==> config.mk <==
export PLATFORM = sky130hd
export DESIGN_NAME = rxd_dma
export DESIGN_NICKNAME = d
export VERILOG_FILES = /design/src/rtl/rxd_pkg.sv /design/src/rtl/rxd_ring_ptr.sv /design/src/rtl/rxd_byte_pack.sv /design/src/rtl/rxd_dma.sv
export SDC_FILE = /design/constraint.sdc
export NUM_CORES = 1
export LEC_CHECK = 0
export BUFFER_PORTS_ARGS = -buffer_cell sky130_fd_sc_hd__buf_2
export CAP_MARGIN = 20
export CORE_MARGIN = 4
export CORE_UTILIZATION = 45
export CTS_CLUSTER_SIZE = 20
export DETAILED_ROUTE_END_ITERATION = 8
export SYNTH_ARGS = -nofsm -noshare
export SYNTH_HDL_FRONTEND = slang
export SYNTH_SLANG_ARGS = --single-unit
export TNS_END_PERCENT = 50
==> constraint.sdc <==
create_clock -name clk -period 3.3 [get_ports clk]
set_input_delay 0.66 -clock clk [delete_from_list [all_inputs] [get_ports clk]]
set_output_delay 0.66 -clock clk [all_outputs]
set_load 0.01 [all_outputs]
==> src/rtl/rxd_pkg.sv <==
package rxd_pkg;
  localparam int WORD_W     = 32;
  localparam int BE_W       = WORD_W / 8;
  localparam int DESC_BYTES = 16;
  localparam int OWN_BIT    = 31;
  localparam int WRAP_BIT   = 25;
  localparam int LENCNT_W   = 15;

  typedef enum logic [2:0] {
    S_IDLE, S_RD_STAT, S_RD_CTRL, S_RD_BUF,
    S_RECV, S_WR_DATA, S_WR_STAT, S_DROP
  } rxd_state_e;

  function automatic logic [WORD_W-1:0] stat_word(input logic [LENCNT_W-1:0] len,
                                                  input logic es);
    return {1'b0, len, es, 6'b0, 1'b1, 8'b0};
  endfunction
endpackage

==> src/rtl/rxd_ring_ptr.sv <==
module rxd_ring_ptr #(
  parameter int AW   = 32,
  parameter int STEP = 16
) (
  input  logic          clk,
  input  logic          rst,
  input  logic          load,
  input  logic [AW-1:0] base,
  input  logic          adv,
  input  logic          wrap,
  output logic [AW-1:0] cur
);
  logic [AW-1:0] base_q;

  always_ff @(posedge clk) begin
    if (rst) begin
      base_q <= '0;
      cur    <= '0;
    end else if (load) begin
      base_q <= base;
      cur    <= base;
    end else if (adv) begin
      cur <= wrap ? base_q : cur + AW'(STEP);
    end
  end
endmodule

==> src/rtl/rxd_byte_pack.sv <==
module rxd_byte_pack #(
  parameter int WW = 32,
  localparam int NB = WW / 8,
  localparam int LW = $clog2(NB)
) (
  input  logic          clk,
  input  logic          rst,
  input  logic          clr,
  input  logic          push,
  input  logic [LW-1:0] lane,
  input  logic [7:0]    din,
  output logic [WW-1:0] word,
  output logic [NB-1:0] be
);
  logic [WW-1:0] word_q;
  logic [NB-1:0] be_q;

  always_comb begin
    word = word_q;
    be   = be_q;
    if (push) begin
      for (int i = 0; i < NB; i++) begin
        if (lane == LW'(i)) begin
          word[8*i +: 8] = din;
          be[i]          = 1'b1;
        end
      end
    end
  end

  always_ff @(posedge clk) begin
    if (rst || clr) begin
      word_q <= '0;
      be_q   <= '0;
    end else if (push) begin
      word_q <= word;
      be_q   <= be;
    end
  end
endmodule

==> src/rtl/rxd_dma.sv <==
module rxd_dma #(
  parameter int AW    = 32,
  parameter int LEN_W = 11
) (
  input  logic                     clk,
  input  logic                     rst,
  input  logic                     ctl_run,
  input  logic [AW-1:0]            ring_base,
  input  logic                     rx_valid,
  input  logic [7:0]               rx_data,
  input  logic                     rx_last,
  input  logic                     rx_err,
  output logic                     rx_ready,
  output logic                     mem_req,
  output logic                     mem_we,
  output logic [AW-1:0]            mem_addr,
  output logic [rxd_pkg::WORD_W-1:0] mem_wdata,
  output logic [rxd_pkg::BE_W-1:0] mem_be,
  input  logic                     mem_ack,
  input  logic [rxd_pkg::WORD_W-1:0] mem_rdata
);
  import rxd_pkg::*;
  localparam int CW = LENCNT_W;

  rxd_state_e    st;
  logic          run_q;
  logic [AW-1:0] cur;
  logic [LEN_W-1:0] bsize;
  logic          wrap_q, es_q, done_q;
  logic [AW-1:0] waddr;
  logic [CW-1:0] cnt, cnt_nx;
  logic          take, store, es_nx, flush, adv;
  logic [WORD_W-1:0] pk_word;
  logic [BE_W-1:0]   pk_be;

  always_ff @(posedge clk) begin
    if (rst) run_q <= 1'b0;
    else     run_q <= ctl_run;
  end

  assign adv = (st == S_WR_STAT) && mem_ack;

  rxd_ring_ptr #(.AW(AW), .STEP(DESC_BYTES)) u_ptr (
    .clk(clk), .rst(rst), .load(ctl_run && !run_q), .base(ring_base),
    .adv(adv), .wrap(wrap_q), .cur(cur)
  );

  assign rx_ready = ((st == S_IDLE) && !run_q) || (st == S_RECV) || (st == S_DROP);
  assign take     = rx_valid && rx_ready;
  assign store    = cnt < CW'(bsize);
  assign cnt_nx   = (&cnt) ? cnt : cnt + CW'(1);
  assign es_nx    = es_q || !store || (rx_last && rx_err);

  rxd_byte_pack #(.WW(WORD_W)) u_pack (
    .clk(clk), .rst(rst),
    .clr((st == S_RD_BUF) || flush),
    .push(take && (st == S_RECV) && store),
    .lane(cnt[1:0]), .din(rx_data),
    .word(pk_word), .be(pk_be)
  );

  assign flush = take && (st == S_RECV) &&
                 ((store && (cnt[1:0] == 2'd3)) || (rx_last && (|pk_be)));

  always_ff @(posedge clk) begin
    if (rst) begin
      st        <= S_IDLE;
      mem_req   <= 1'b0;
      mem_we    <= 1'b0;
      mem_addr  <= '0;
      mem_wdata <= '0;
      mem_be    <= '0;
      bsize     <= '0;
      wrap_q    <= 1'b0;
      es_q      <= 1'b0;
      done_q    <= 1'b0;
      waddr     <= '0;
      cnt       <= '0;
    end else begin
      case (st)
        S_IDLE: if (ctl_run && run_q && rx_valid) begin
          mem_req  <= 1'b1;
          mem_we   <= 1'b0;
          mem_addr <= cur;
          st       <= S_RD_STAT;
        end
        S_RD_STAT: if (mem_ack) begin
          if (mem_rdata[OWN_BIT]) begin
            mem_addr <= cur + AW'(4);
            st       <= S_RD_CTRL;
          end else begin
            mem_req <= 1'b0;
            st      <= S_DROP;
          end
        end
        S_RD_CTRL: if (mem_ack) begin
          bsize    <= mem_rdata[LEN_W-1:0];
          wrap_q   <= mem_rdata[WRAP_BIT];
          mem_addr <= cur + AW'(8);
          st       <= S_RD_BUF;
        end
        S_RD_BUF: if (mem_ack) begin
          mem_req <= 1'b0;
          waddr   <= mem_rdata[AW-1:0];
          cnt     <= '0;
          es_q    <= 1'b0;
          st      <= S_RECV;
        end
        S_RECV: if (take) begin
          cnt  <= cnt_nx;
          es_q <= es_nx;
          if (flush) begin
            mem_req   <= 1'b1;
            mem_we    <= 1'b1;
            mem_addr  <= waddr;
            mem_wdata <= pk_word;
            mem_be    <= pk_be;
            waddr     <= waddr + AW'(4);
            done_q    <= rx_last;
            st        <= S_WR_DATA;
          end else if (rx_last) begin
            mem_req   <= 1'b1;
            mem_we    <= 1'b1;
            mem_addr  <= cur;
            mem_wdata <= stat_word(cnt_nx, es_nx);
            mem_be    <= '1;
            st        <= S_WR_STAT;
          end
        end
        S_WR_DATA: if (mem_ack) begin
          if (done_q) begin
            mem_addr  <= cur;
            mem_wdata <= stat_word(cnt, es_q);
            mem_be    <= '1;
            st        <= S_WR_STAT;
          end else begin
            mem_req <= 1'b0;
            st      <= S_RECV;
          end
        end
        S_WR_STAT: if (mem_ack) begin
          mem_req <= 1'b0;
          mem_we  <= 1'b0;
          st      <= S_IDLE;
        end
        S_DROP: if (take && rx_last) st <= S_IDLE;
        default: st <= S_IDLE;
      endcase
    end
  end
endmodule

# After elaboration in Yosys (flattened, before gate mapping)
# Index checks and enable logic that the tools add are counted.
[classes] n_lt_le_gt_ge=1 n_addsub=5 n_mux=70 reduce_logical=42 eq_ne=25
[op_table] op="32-bit two-way mux" count=21
[op_table] op="32-bit case mux with 5 select lines" count=1
[op_table] op="32-bit case mux with 2 select lines" count=2
[op_table] op="32-bit by 3-bit adder with 32-bit output (second input constant)" count=2
[op_table] op="15-bit two-way mux" count=3
[op_table] op="3-bit two-way mux" count=11
[op_table] op="32-bit by 4-bit adder with 32-bit output (second input constant)" count=1
[op_table] op="32-bit by 5-bit adder with 32-bit output (second input constant)" count=1
[op_table] op="8-bit two-way mux" count=4
[op_table] op="15-bit case mux with 2 select lines" count=1
[op_table] op="9-bit AND reduction" count=3
[op_table] op="4-bit two-way mux" count=6
[op_table] op="3-bit case mux with 8 select lines" count=1
[op_table] op="2-bit != test (second input constant)" count=11
[op_table] op="15-bit by 1-bit adder with 15-bit output (second input constant)" count=1
[op_table] op="15-bit by 11-bit < comparator with 1-bit output" count=1
[op_table] op="1-bit two-way mux" count=15
[op_table] op="15-bit AND reduction" count=1
[op_table] op="1-bit logical AND" count=13
[op_table] op="3-bit equality test (second input constant)" count=4
[op_table] op="5-bit AND reduction" count=2
[op_table] op="5-bit nonzero test" count=2
[op_table] op="4-bit case mux with 2 select lines" count=1
[op_table] op="1-bit logical OR" count=7
[op_table] op="20 further kinds" count=28
[word_totals] ff_bits=235

# Longest topological paths before layout
# Gate-level depths: netlist of run 1.
[depth] word_depth=15 depth_mapped=12 depth_no_buf=9

# Modules after synthesis
# From an unflattened synthesis of run 1, not the netlist that was laid out.
[hier_totals] cells_unflattened=1709 area_unflattened_um2=13505.5
[by_module_without_submodules] module="rxd_dma" cells_per_inst=1087 seq_area_each_um2=2702.6 instances=1 area_each_um2=8020.2
[by_module_without_submodules] module="rxd_ring_ptr" cells_per_inst=449 seq_area_each_um2=1281.2 instances=1 area_each_um2=3533.4
[by_module_without_submodules] module="rxd_byte_pack" cells_per_inst=173 seq_area_each_um2=720.7 instances=1 area_each_um2=1951.9

# Least setup slack after synthesis of run 1
# No wires, ideal clock.
[synth_path] path_type="register to register" start="register cnt[5]" end="register mem_wdata[15] in the netlist's numbering" stages_incl_launch_ff=9 setup_slack_ns=0.793 period_less_slack_ns=2.507 arrival_ns=2.376 setup_time_ns=0.131 required_time_ns=3.169 path_cell_list="dfxtp_1 > ha_1 > a41oi_1 > o21ai_0 > a21oi_1 > o2111ai_1 > mux2_2 > o21ai_0 > a21oi_1"
[synth_via] elab_chain_len=10 word_cells_on_any_way=18
[synth_rtl] item="start, declared" line="rxd_dma.sv:31" rtl="logic [CW-1:0] cnt, cnt_nx;"
[synth_rtl] item="start signal, assigned" line="rxd_dma.sv:110" rtl="cnt <= cnt_nx;"
[synth_rtl] item="15-bit by 11-bit < comparator with 1-bit output (*)" line="rxd_dma.sv:50" rtl="assign store = cnt < CW'(bsize);"
[synth_rtl] item="1-bit logical AND" line="rxd_dma.sv:57" rtl=".push(take && (st == S_RECV) && store),"
[synth_rtl] item="4-bit two-way mux" line="rxd_byte_pack.sv:21" rtl="if (push) begin"
[synth_rtl] item="4-bit OR reduction" line="rxd_dma.sv:63" rtl="((store && (cnt[1:0] == 2'd3)) || (rx_last && (|pk_be)));"
[synth_rtl] item="1-bit logical AND" line="rxd_dma.sv:63"
[synth_rtl] item="1-bit logical OR" line="rxd_dma.sv:63"
[synth_rtl] item="1-bit logical AND" line="rxd_dma.sv:62" rtl="assign flush = take && (st == S_RECV) &&"
[synth_rtl] item="32-bit two-way mux" line="rxd_dma.sv:112" rtl="if (flush) begin"
[synth_rtl] item="32-bit two-way mux" line="rxd_dma.sv:109" rtl="S_RECV: if (take) begin"
[synth_rtl] item="32-bit case mux with 2 select lines" line="rxd_dma.sv:80" rtl="case (st)"
[synth_rtl] item="end signal, assigned" line="rxd_dma.sv:116" rtl="mem_wdata <= pk_word;"
[synth_rtl] item="end signal, assigned" line="rxd_dma.sv:125" rtl="mem_wdata <= stat_word(cnt_nx, es_nx);"
[synth_rtl] item="end signal, assigned" line="rxd_dma.sv:133" rtl="mem_wdata <= stat_word(cnt, es_q);"
[synth_rtl] item="end, declared" line="rxd_dma.sv:17" rtl="output logic [rxd_pkg::WORD_W-1:0] mem_wdata,"
# Mark *: on every way between the ends. The rest lies on a longest branch, timed or not. The select of a mux whose other input is x is not followed.
# A chain may end at the register's enable or synchronous reset.

# Worst setup path in the final report of run 1
[layout_path] start="register cnt[0]" end="register mem_wdata[16] in the netlist's numbering"
[layout_via] elab_chain_len=10 word_cells_on_any_way=29
[layout_rtl] item="15-bit by 11-bit < comparator with 1-bit output, or another cell as far along" line="rxd_dma.sv:50"
[layout_rtl] item="1-bit logical AND or 1-bit two-way mux (tied branches)" line="rxd_dma.sv:57, rxd_byte_pack.sv:23"
[layout_rtl] item="4-bit two-way mux" line="rxd_byte_pack.sv:21"
[layout_rtl] item="4-bit OR reduction" line="rxd_dma.sv:63"
[layout_rtl] item="1-bit logical AND" line="rxd_dma.sv:63"
[layout_rtl] item="1-bit logical OR" line="rxd_dma.sv:63"
[layout_rtl] item="1-bit logical AND" line="rxd_dma.sv:62"
[layout_rtl] item="32-bit two-way mux" line="rxd_dma.sv:112"
[layout_rtl] item="32-bit two-way mux" line="rxd_dma.sv:109"
[layout_rtl] item="32-bit case mux with 2 select lines" line="rxd_dma.sv:80"
# Several ways; a longest one is shown, not always the timed one. The select of a mux whose other input is x is not followed.

==> metrics.cfg, run 1 <==
[global_route]
track_usage=0.2645
grt_max_degree=65
grt_pass1_vias=11566
grt_pass1_wl_mm=67.05
overflow=0
antenna_found_initial=0

[yosys]
ys_top_cells_by_count=nand2_1 (262), dfxtp_1 (235), nor2_1 (178)
synth-main-ff-cell=dfxtp_1
ys_seq_area_frac=0.3696
synthTopCellsByArea=dfxtp_1 (37%), nand2_1 (7.7%), a21oi_1 (5.8%)
syn_area_sq_um=12730
synthArstFlopShare=0
synth.yosys.warnings=0
syn-num-nets=1771
yosysMostFrequentCell=nand2_1
synth_cell_type_count=83
synth-edff-count=0
postSynthAreaPerCell_sq_um=7.604
synth_top_area_share=0.3696
yosysTopAreaCell=dfxtp_1
ys_seq_elements=235
synthCells=1674

[pwr]
switching_share=0.3378
p_leak_nw=5.433
seqPwrFrac=0.395
switchingPower_w=0.002912
p_per_area_nw_per_um2=584.6
power.internal_w=0.005709
pwr-share-comb=0.260
clockPowerShare=0.345
ir_worst_vdd_mv=0.5056

[sta]
tightest_slew_ns=0.9403
hold_viol_final=0
setup_tns_ns=0
period_needed_ns=3.006
max_slew_margin=0.3725
post-route-period-util=0.9110
slew_viol_final=0
setup_slack_ns=0.2936
rsz0062_at_grt=false
max_freq_mhz=332.6
finalSetupViolCount=0
skew_ns=0.02074

[setup_path]
cp_max_fo=16
crit_arrival_ns=3.43
endpoint_kind=flip-flop
cp.required_ns=3.73
ff2ff_path_depth=8
critPathKind=flip-flop to flip-flop
cp-start-kind=flip-flop

[die]
rows=61
fp.dieW_um=176.2
dieHeight_um=176.2
dieArea_sq_um=31040
core_sq_um=27860
num_io_pins=150
start_util=0.4570

[clock_network]
htree_levels=1
cts_hold_buf=0
cts_resized=0
numCtsBuffers=27
clkSinkCount=235
cts_tree=built
path_clk_slew_ns=0.06
clk_latency_ns=0.56
post_cts_buffers=0
clockRootBuffer=clkbuf_16
ctsLongestPathBuffers=3

[layout]
fill_cells=2743
regArea_sq_um=4706
fin_util=0.5294
nets=1864
drive_above_1_share=0.1689
syn_to_final_growth_pct=15.84
antenna_cells=0
stdcell_count=2166
multiInputGateArea_sq_um=7320

[drt]
wl_per_cell_um=19.80
drcViolationCount=0
dr.pass1.iters=6
dr.first_iter.drc_count=1501
wl_mm=42.88
routed_via_density=5.961
vias=12911
antenna_left=0

[placement]
gp_congestion=0.9420
place_ws_ns=0.2173
portBuffers=149
placedCellCount=2116
dp_hpwl_mm=30.45

[worst_hold_path]
min_path_cells=3
hold_path_class=primary input to flip-flop

[flow_run]
maxCapViolations=0

[run_status]
status=completed

routing by layer:
layer / wire length, um / GRT usage
met1: 21180 / 0.4215
met2: 17230 / 0.3706
met3: 3728 / 0.04690
met4: 733 / 0.05231
met5: 0 / 0
flip-flops by register name, summed over array words and instances, names as in the netlist:
signal	count
mem_addr	32
mem_wdata	32
u_pack.word_q	32
u_ptr.base_q	32
u_ptr.cur	32
waddr	32
cnt	15
bsize	11
mem_be	4
u_pack.be_q	4
st	3
done_q	1
es_q	1
mem_req	1
mem_we	1
run_q	1
wrap_q	1
layout make-up:
type / count / area share
clock buffer: 39 / 0.05294
multi-input combinational: 1266 / 0.4964
sequential: 235 / 0.3191
inverter: 27 / 0.006873
tap: 378 / 0.03207
timing repair buffer: 210 / 0.08570
clock inverter: 11 / 0.006957
path summary, 6_finish.rpt:
kind | startpoint | endpoint | slack, ns
worst min register to register | u_pack.word_q[25] | u_pack.word_q[25] | 0.45
worst max register to register | cnt[0] | mem_wdata[16] | 0.29
worst min-delay path | ring_base[26] | u_ptr.base_q[26] | 0.37
worst max-delay path | cnt[0] | mem_wdata[16] | 0.29
worst max-delay path, stage by stage, from the launching register on:
cell	delay [ns]
dfxtp_1	0.50
inv_1	0.14
ha_1	0.31
o31a_1	0.30
o21ai_2	0.21
a211oi_4	0.08
nor2_2	0.74
o21ai_0	0.20
a2111oi_0	0.43
metrics by stage:
| stage | total power (W) | cell area, sq um | hold slack [ns] |
|---|---|---|---|
| floorplan | 0.004860 | 12730 | 0.4312 |
| global placement | 0.005658 | 13860 | 0.4385 |
| detailed placement | 0.005671 | 13860 | 0.4417 |
| CTS | 0.008669 | 14740 | 0.3453 |
| global route | 0.009049 | 14750 | 0.3542 |
| finish | 0.008621 | 14750 | 0.3706 |
power groups by stage:
stage,clock network (W),logic (W),registers (W)
finish,0.00298,0.00224,0.00340
global route,0.00316,0.00246,0.00343
CTS,0.00305,0.00222,0.00340
detailed placement,0,0.00221,0.00346
global placement,0,0.00220,0.00346
floorplan,0,0.00143,0.00343
logic make-up (layout without fill, tap and decap cells):
kind of cell	Yosys count	in the layout	share of synthesized area
xor gates and xnor gates	29	29	0.01995
buffers and inverters	173	287	0.05720
and+or+nand+nor	689	689	0.2485
muxes	32	32	0.02644
AOI/OAI and AO/OA	498	498	0.2607
DFF	235	235	0.3696
adders and majority gates	18	18	0.01769
placed cells by master (no fill, tap or decap), types with 19 or more instances in the layout:
cell type	count
a211oi_1	38
a21oi_1	148
a311oi_1	33
a31oi_1	28
and3_1	19
buf_2	148
buf_4	56
clkbuf_16	27
dfxtp_1	234
inv_1	26
mux2i_1	19
nand2_1	262
nand3_1	53
nand4_1	25
nor2_1	177
nor2b_1	22
nor3_1	45
o21ai_0	84
Note: power is estimated with default switching activity, not from simulation.
==> run 2: changes to the inputs <==
--- a/config.mk
+++ b/config.mk
@@ -8,9 +8,11 @@
 export BUFFER_PORTS_ARGS = -buffer_cell sky130_fd_sc_hd__buf_2
 export CAP_MARGIN = 20
 export CORE_MARGIN = 4
-export CORE_UTILIZATION = 45
+export CORE_UTILIZATION = 59
 export CTS_CLUSTER_SIZE = 20
 export DETAILED_ROUTE_END_ITERATION = 8
+export PLACE_DENSITY = 0.81
+export REMOVE_ABC_BUFFERS = 1
 export SYNTH_ARGS = -nofsm -noshare
 export SYNTH_HDL_FRONTEND = slang
 export SYNTH_SLANG_ARGS = --single-unit
==> metrics.cfg, run 2 (synthesis gave the netlist of run 1 again) <==
[placement]
portBuffers=149
gp_congestion=0.9956
dp_hpwl_mm=32.03

[clock_network]
ctsLongestPathBuffers=3
path_clk_slew_ns=0.07
cts_resized=0
cts_tree=built
numCtsBuffers=26
clkSinkCount=235
clk_latency_ns=0.54
clockRootBuffer=clkbuf_16
cts_hold_buf=0
htree_levels=1
post_cts_buffers=0

[layout]
syn_to_final_growth_pct=15.55
fin_util=0.6953
final_common_cell=nand2_1
multiInputGateArea_sq_um=7318
antenna_cells=0
layout_common_cells=nand2_1 (262), dfxtp_1 (235), nor2_1 (177)
regArea_sq_um=4705
fill_cells=1822
drive_above_1_share=0.1731
nets=1875

[global_route]
track_usage=0.3550
antenna_found_initial=0
grt_pass1_wl_mm=68.92
grt_pass1_vias=12563
overflow=0
grt_max_degree=92

[run_status]
status=completed

[die]
rows=53
dieHeight_um=154.9
dieArea_sq_um=23990
core_sq_um=21150
fp.dieW_um=154.9
num_io_pins=150
start_util=0.6018

[setup_path]
crit_path_cell_trace=inv_1 -> ha_1 -> a41oi_1 -> o21ai_0 -> a21o_1 -> a211oi_4 -> o31a_1 -> buf_12 -> nor2_1 -> a2111oi_0
cp-start-kind=flip-flop
max_stage_delay_ns=0.59
cp_max_fo=37
critPathKind=flip-flop to flip-flop
cp.required_ns=3.69
crit_arrival_ns=3.46
crit_slowest_cell=a211oi_4
endpoint_kind=flip-flop

[drt]
vias=13499
routed_via_density=6.515
dr.pass1.iters=5
wl_per_cell_um=21.43
drcViolationCount=0
wl_mm=44.41
dr.first_iter.drc_count=1058
antenna_left=0

[pwr]
p_leak_nw=5.500
p_per_area_nw_per_um2=595.6
ir_worst_vdd_mv=0.5346
power_w=0.008760

[sta]
hold_viol_final=0
post-route-period-util=0.9327
rsz0062_at_grt=false
tightest_slew_ns=0.7103
skew_ns=0.01557
slew_viol_final=0
max_slew_margin=0.5247
period_needed_ns=3.078
max_freq_mhz=324.9
finalSetupViolCount=0

[worst_hold_path]
hold_path_class=primary input to flip-flop

[flow_run]
maxCapViolations=0

==> run 2: changes by cell type in the layout (fill, tap and decap cells not counted) <==
cell / change
clkbuf_8: -5
dfxtp_2: -1
inv_6: -1
clkinv_4: +2
bufinv_16: +3
dfxtp_1: +1
clkinv_2: +1
a21o_2: -1
a21o_1: +1
inv_16: -1
buf_6: -1
clkbuf_1: -2
buf_4: +13
==> run 2: cell type report <==
class                   instances  share of cell area
clock inverters                15             0.01267
repair buffers                222             0.09178
multi-input cells            1266              0.4975
well taps                     275             0.02339
flip-flops and latches        235              0.3198
inverters                      27            0.006890
clock buffers                  32             0.04789
==> run 2: power by group <==
group	switching [W]	internal, W	total, W	leakage, nW
clock	0.00123	0.00183	0.00306	0.445
combinational	0.00139	0.000843	0.00223	3.15
sequential	0.000339	0.00313	0.00347	1.91
==> run 2: through the flow <==
step | TNS (ns) | area, sq um | hold slack [ns] | setup slack [ns] | cells
after floorplan | -185.48 | 12100 | 0.4252 | -1.782 | 1528
after global placement | 0 | 13820 | 0.4406 | 0.3649 | 2025
after detailed placement | 0 | 13820 | 0.4471 | 0.2928 | 2025
after CTS | 0 | 14710 | 0.3645 | 0.2152 | 2072
after global routing | 0 | 14710 | 0.3702 | 0.001024 | 2072
final | 0 | 14710 | 0.3782 | 0.2220 | 2072
==> run 2: metal layers <==
metal,GRT usage,vias to the layer above,part of all wire
met2,0.6045,715,0.48
met5,0,-,0
met4,0.1997,0,0.066
li1,-,6287,-
met1,0.4394,6319,0.38
met3,0.03644,178,0.074
==> run 2: worst paths after layout <==
kind                                    endpoint  slack, ns        startpoint  depth (start not counted)
worst min-delay path                    bsize[2]       0.38      mem_rdata[2]                          3
worst max-delay path                   waddr[24]       0.22          bsize[5]                         10
worst max register to register         waddr[24]       0.22          bsize[5]                         10
worst min register to register  u_ptr.base_q[20]       0.46  u_ptr.base_q[20]                          2
==> run 2: worst max-delay path, delay by kind of cell (launching register included) <==
family / cells / cell delay, ns
AO/OA/AOI/OAI: 6 / 1.96
AND/OR/NAND/NOR: 1 / 0.06
adder cells (fa/ha/maj): 1 / 0.32
buffers and inverters: 2 / 0.25
flip-flops: 1 / 0.32
